**config.mk**
```make
export PLATFORM = sky130hd
export DESIGN_NAME = ecc_ram_ctl
export DESIGN_NICKNAME = d
export VERILOG_FILES = /design/src/rtl/ecc_ram_ctl.sv
export SDC_FILE = /design/constraint.sdc
export NUM_CORES = 2
export LEC_CHECK = 0
export BUFFER_PORTS_ARGS = -buffer_cell sky130_fd_sc_hd__buf_2
export CORE_MARGIN = 3
export CORE_UTILIZATION = 34
export CTS_CLUSTER_DIAMETER = 120
export DETAILED_ROUTE_END_ITERATION = 8
export GPL_TIMING_DRIVEN = 1
export SYNTH_ARGS = -nofsm -noshare
export SYNTH_HDL_FRONTEND = slang
export SYNTH_SLANG_ARGS = --single-unit
```
**constraint.sdc**
```tcl
create_clock -name clk -period 10.4 [get_ports clk]
set_clock_uncertainty 0.1 [all_clocks]
set_input_delay 1.04 -clock clk [delete_from_list [all_inputs] [get_ports clk]]
set_output_delay 1.04 -clock clk [all_outputs]
set_load 0.02 [all_outputs]
```
**src/rtl/ecc_ram_ctl.sv**
```systemverilog
module ecc_ram_ctl #(
  parameter int ADDR_W = 6
) (
  input  logic              clk,
  input  logic              rst_n,
  input  logic [7:0]        reg_addr,
  input  logic              reg_we,
  input  logic [31:0]       reg_wdata,
  output logic [31:0]       reg_rdata,
  input  logic              mem_req,
  input  logic              mem_we,
  input  logic [ADDR_W-1:0] mem_addr,
  input  logic [31:0]       mem_wdata,
  output logic [31:0]       mem_rdata,
  output logic              mem_rvalid,
  output logic              mem_busy,
  output logic              irq_serr,
  output logic              irq_derr
);

  localparam int DEPTH = 1 << ADDR_W;
  localparam int DW    = 32;
  localparam int PW    = 6;
  localparam int CW    = DW + PW + 1;

  localparam logic [7:0] OFS_CTRL = 8'h08;
  localparam logic [7:0] OFS_INIT = 8'h0C;
  localparam logic [7:0] OFS_IEN  = 8'h10;
  localparam logic [7:0] OFS_STAT = 8'h20;
  localparam logic [7:0] OFS_MSET = 8'h28;
  localparam logic [7:0] OFS_MCLR = 8'h2C;

  function automatic logic [CW-1:0] place(input logic [DW-1:0] d);
    logic [CW-1:0] cw;
    int k;
    cw = '0;
    k  = 0;
    for (int p = 1; p < CW; p++)
      if ((p & (p - 1)) != 0) begin
        cw[p] = d[k];
        k++;
      end
    return cw;
  endfunction

  function automatic logic [DW-1:0] extract(input logic [CW-1:0] cw);
    logic [DW-1:0] d;
    int k;
    d = '0;
    k = 0;
    for (int p = 1; p < CW; p++)
      if ((p & (p - 1)) != 0) begin
        d[k] = cw[p];
        k++;
      end
    return d;
  endfunction

  function automatic logic [PW-1:0] syndrome(input logic [CW-1:0] cw);
    logic [PW-1:0] s;
    s = '0;
    for (int i = 0; i < PW; i++)
      for (int p = 1; p < CW; p++)
        if (p[i]) s[i] = s[i] ^ cw[p];
    return s;
  endfunction

  function automatic logic [CW-1:0] encode(input logic [DW-1:0] d);
    logic [CW-1:0] cw;
    logic [PW-1:0] s;
    cw = place(d);
    s  = syndrome(cw);
    for (int i = 0; i < PW; i++) cw[1 << i] = s[i];
    cw[0] = ^cw[CW-1:1];
    return cw;
  endfunction

  logic [1:0]        ctrl;
  logic              ser_en, pend_s, pend_d, mask_s, mask_d;
  logic              init_done, busy;
  logic [ADDR_W-1:0] icnt;
  logic [CW-1:0]     arr [DEPTH];
  logic [CW-1:0]     rd_word;
  logic              rvalid_q;

  wire ecc_on  = &ctrl;
  wire wr_ctrl = reg_we && (reg_addr == OFS_CTRL);
  wire wr_ien  = reg_we && (reg_addr == OFS_IEN);
  wire wr_stat = reg_we && (reg_addr == OFS_STAT);
  wire wr_mset = reg_we && (reg_addr == OFS_MSET);
  wire wr_mclr = reg_we && (reg_addr == OFS_MCLR);
  wire start   = wr_ctrl && reg_wdata[16] && !busy;
  wire acc     = mem_req && !busy;
  wire unused_wbits = ^{reg_wdata[31:17], reg_wdata[15:9], reg_wdata[7:2]};

  logic [PW-1:0] syn;
  logic          par, serr, derr;
  logic [CW-1:0] fixed;

  always_comb begin
    syn   = syndrome(rd_word);
    par   = ^rd_word;
    fixed = rd_word;
    if (par && syn != '0 && int'(syn) < CW) fixed[syn] = ~fixed[syn];
    serr  = ecc_on && par && int'(syn) < CW;
    derr  = ecc_on && ((!par && syn != '0) || (par && int'(syn) >= CW));
  end

  assign mem_rdata  = ecc_on ? extract(fixed) : extract(rd_word);
  assign mem_rvalid = rvalid_q;
  assign mem_busy   = busy;
  assign irq_serr   = pend_s && ser_en && !mask_s;
  assign irq_derr   = pend_d && !mask_d;

  always_ff @(posedge clk) begin
    if (busy)
      arr[icnt] <= '0;
    else if (acc && mem_we)
      arr[mem_addr] <= ecc_on ? encode(mem_wdata) : place(mem_wdata);
    if (acc && !mem_we) rd_word <= arr[mem_addr];
  end

  always_ff @(posedge clk or negedge rst_n) begin
    if (!rst_n) begin
      ctrl      <= '0;
      ser_en    <= 1'b0;
      pend_s    <= 1'b0;
      pend_d    <= 1'b0;
      mask_s    <= 1'b0;
      mask_d    <= 1'b0;
      init_done <= 1'b0;
      busy      <= 1'b0;
      icnt      <= '0;
      rvalid_q  <= 1'b0;
    end else begin
      rvalid_q <= acc && !mem_we;
      if (wr_ctrl) ctrl <= reg_wdata[1:0];
      if (wr_ien) ser_en <= reg_wdata[0];
      if (start) begin
        busy      <= 1'b1;
        init_done <= 1'b0;
        icnt      <= '0;
      end else if (busy) begin
        if (icnt == ADDR_W'(DEPTH - 1)) begin
          busy      <= 1'b0;
          init_done <= 1'b1;
        end else begin
          icnt <= icnt + 1'b1;
        end
      end
      if (rvalid_q && serr) pend_s <= 1'b1;
      else if (wr_stat && reg_wdata[0]) pend_s <= 1'b0;
      if (rvalid_q && derr) pend_d <= 1'b1;
      else if (wr_stat && reg_wdata[8]) pend_d <= 1'b0;
      if (wr_mset) begin
        mask_s <= mask_s | reg_wdata[0];
        mask_d <= mask_d | reg_wdata[8];
      end
      if (wr_mclr) begin
        mask_s <= mask_s & ~reg_wdata[0];
        mask_d <= mask_d & ~reg_wdata[8];
      end
    end
  end

  always_comb begin
    reg_rdata = '0;
    case (reg_addr)
      OFS_CTRL: reg_rdata[1:0] = ctrl;
      OFS_INIT: reg_rdata[0]   = init_done;
      OFS_IEN:  reg_rdata[0]   = ser_en;
      OFS_STAT: begin reg_rdata[0] = pend_s; reg_rdata[8] = pend_d; end
      OFS_MSET,
      OFS_MCLR: begin reg_rdata[0] = mask_s; reg_rdata[8] = mask_d; end
      default:  reg_rdata = '0;
    endcase
  end

endmodule


```
==> results.ini <==
[place]
dp_hpwl_um = 149800
dpl_cell_area_sq_um = 105900
gp_congestion = 0.8844
numPortBuffers = 93

[synthesis]
yosysSeqAreaShare_pct = 76.66
synth-main-ff-cell = edfxtp_1
yosysUniqueCellTypes = 63
yosys_warnings = 0
synth_seq_cells = 2551
netlist_area_sq_um = 99820
async_flop_share_pct = 0.6272
synth_edf_count = 2535
postSynthCellCount = 4166
synth.avg_cell_area_sq_um = 23.96

[cells_and_area]
syn2layout_area_growth_pct = 14.27
mostFrequentLayoutCells = 2535 x edfxtp_1, 810 x mux4_2, 281 x clkbuf_16
finish.net_count = 4544
fin_area_sq_um = 114100
drive_gt1_share_pct = 33.05
n_fill_cell = 25550
final_common_cell = edfxtp_1

[die]
rows = 198
coreArea_sq_um = 291600
die_x_um = 547.8
start_util_pct = 34.23
die_y_um = 547.8
die-area_sq_um = 300100
num_io_pins = 151

[routing]
drt_iter0_markers = 6689
drc = 0
wirelength_um = 279100
ant_nets = 0
post_drt_via_cell_ratio = 5.557
routedWlPerCell_um = 32.64
num_vias = 47530
dr.pass1.iters = 5

[worst_hold_path]
hp-start = reg_addr[2]
min_path_cells = 2
hold_path_class = input port to register

[setup_path]
r2r_start = mem_busy
r2r_slack_ns = 4.67
cp_cell_sequence = xnor2_1 -> xnor2_2 -> xnor3_2 -> xnor2_2 -> nor2_1 -> and3_1 -> nor2_1 -> and3_1 -> mux2i_1 -> buf_2
reg2reg_depth = 7
path_class = register to output pin
crit_required_ns = 9.26
critical_path_buf_inv_count = 1
path_max_fanout = 14
crit_path_end_kind = output pin
critical-path-top-delay-family = XOR/XNOR gates
reg2reg_to = arr[51][9]
slowest_stage = mux2i_1
crit_arrival_ns = 5.24
cp-start-kind = register
slowest_delay_ns = 0.86

[global_routing]
grt_pass1_wl_um = 386200
overflow = 0
antenna_found_initial = 18
grt_usage_pct = 18.40
grt_pass1_vias = 47310
grt_max_degree = 126

[sta]
fmax_ghz = 0.1567
hold_slack_ns = 0.3016
setup_viol = 0
rsz0062_at_grt = false
slew_headroom_pct = 13.78
slew_violations = 0
finalHoldViolations = 0
tns_ns = 0
tightest_slew_ns = 1.290
period_share_pct = 61.37
period_needed_ns = 6.382

[clocking]
cts_tree = yes
clock-root-buffer = clkbuf_16
cts_sinks = 2551
postCtsSetupRepairBufs = 0
clk_path_buf_depth = 4
htree_num_levels = 5
cts-buffers-inserted = 275
ctsResizeCount = 0
insertion_delay_ns = 0.91
cts.clk_slew.worst_paths_ns = 0.06

[power_and_ir_drop]
internal-power_uw = 17290
power_leakage_uw = 0.03611
p_seq_share_pct = 50.6
combPwrFrac_pct = 9.2
powerDensity_nw_per_um2 = 197.7
p_switching_uw = 5266
power_uw = 22550
swShare_pct = 23.35
clockPowerShare_pct = 40.1
peakVddDrop_mv = 0.1891

[status]
status = complete, no violations

[run]
maxCapViolCount = 0

logic make-up (layout without fill, tap and decap cells):
group / after synthesis / in the layout / synth area share, %
muxes: 858 / 858 / 18.81
xor gates and xnor gates: 142 / 142 / 1.529
buffers and inverters: 249 / 702 / 1.095
AOI/OAI and AO/OA: 76 / 76 / 0.5114
adders and majority gates: 2 / 2 / 0.02256
and+or+nand+nor: 287 / 287 / 1.369
other: 1 / 35 / 0.003757
DFF: 2551 / 2551 / 76.66
cells in the mapped netlist (all sizes together), types with 2 or more instances:
master  count  area (sq um)
edfxtp   2535         76120
mux4      810         18240
clkbuf    123         461.7
nor2      111         416.7
xnor2     110          1121
buf       109         568.0
nand2      72         270.3
and2       33         206.5
xor2       27         289.0
mux2i      26         285.3
mux2       22         247.7
o21ai      22         110.1
a21oi      21         131.4
nand3      21         105.1
inv        17         63.81
dfrtp      16         400.4
nor3       14         102.6
a31oi      12         75.07
and3        7         43.79
nand2b      7         51.30
nand4       6         37.54
o211ai      5         42.54
xnor3       4         91.33
nand3b      3         22.52
nor3b       3         22.52
a22o        2         17.52
a32o        2         20.02
a32oi       2         17.52
nor2b       2         12.51
nor4        2         33.78
o22ai       2         12.51
or2         2         12.51
or3         2         12.51
routing by layer:
metal	part of all wire [%]	global-route usage, %
met2	47	28.81
met3	8.6	3.429
met1	39	25.43
met5	0.0097	0
met4	4.8	7.543
power by group through the flow:
stage	clock network (uW)	logic, uW	registers (uW)
after CTS	9180	2070	11400
after floorplan	0	1420	11600
after detailed placement	0	2070	11600
final	9050	2080	11400
after global placement	0	2060	11600
after global routing	9600	2200	11400
cell type report:
| cell class | instances | area (sq um) | area share, % |
|---|---|---|---|
| diodes | 6 | 15.01 | 0.01316 |
| clock buffers | 339 | 7259 | 6.364 |
| clock inverters | 125 | 867.1 | 0.7601 |
| inverters | 17 | 63.81 | 0.05594 |
| multi-input cells | 1394 | 22890 | 20.06 |
| flip-flops and latches | 2551 | 76520 | 67.09 |
| well taps | 3900 | 4880 | 4.278 |
| repair buffers | 221 | 1574 | 1.380 |
worst register-to-register path, stage by stage, from the launching register on:
cell and delay, ns:
dfrtp_1 0.57, inv_1 0.35, and3_2 0.24, buf_4 0.60, mux2i_1 0.68, nand3_1 0.79
nor2_4 1.22, buf_4 0.72
flip-flops by register name (all words and copies together), names as in the netlist, named ones only:
signal	count
arr	2496
ctrl	2
icnt	6
init_done	1
mem_busy	1
mem_rvalid	1
pend_d	1
pend_s	1
rd_word	39
ser_en	1
worst max-delay path by stage:
stage | from | end | slack, ns | cells after the start
finish | rd_word[14] | mem_rdata[2] | 4.02 | 10
global placement | mem_we | arr[51][15] | 4.63 | 7
CTS | rd_word[37] | mem_rdata[2] | 4.01 | 10
detailed placement | mem_we | arr[54][7] | 4.60 | 7
global route | rd_word[37] | mem_rdata[21] | 3.80 | 10
floorplan | mem_addr[2] | arr[20][0] | 5.30 | 7
per-stage QoR:
stage	util, %	cells	setup WS [ns]
3_5_place_dp	36.30	8079	4.600
4_1_cts	39.09	8544	4.013
5_1_grt	39.12	8547	3.803
6_report	39.12	8553	4.018
2_1_floorplan	-	4194	5.304
3_3_place_gp	36.30	8079	4.630
timing repair:
item | 4_1_cts | 5_1_grt
endpoints found under the setup margin | 0 | 0
endpoints found under the hold margin | 16 | 0
hold buffers | 1 | 0
Power figures use the tool's default switching activity.
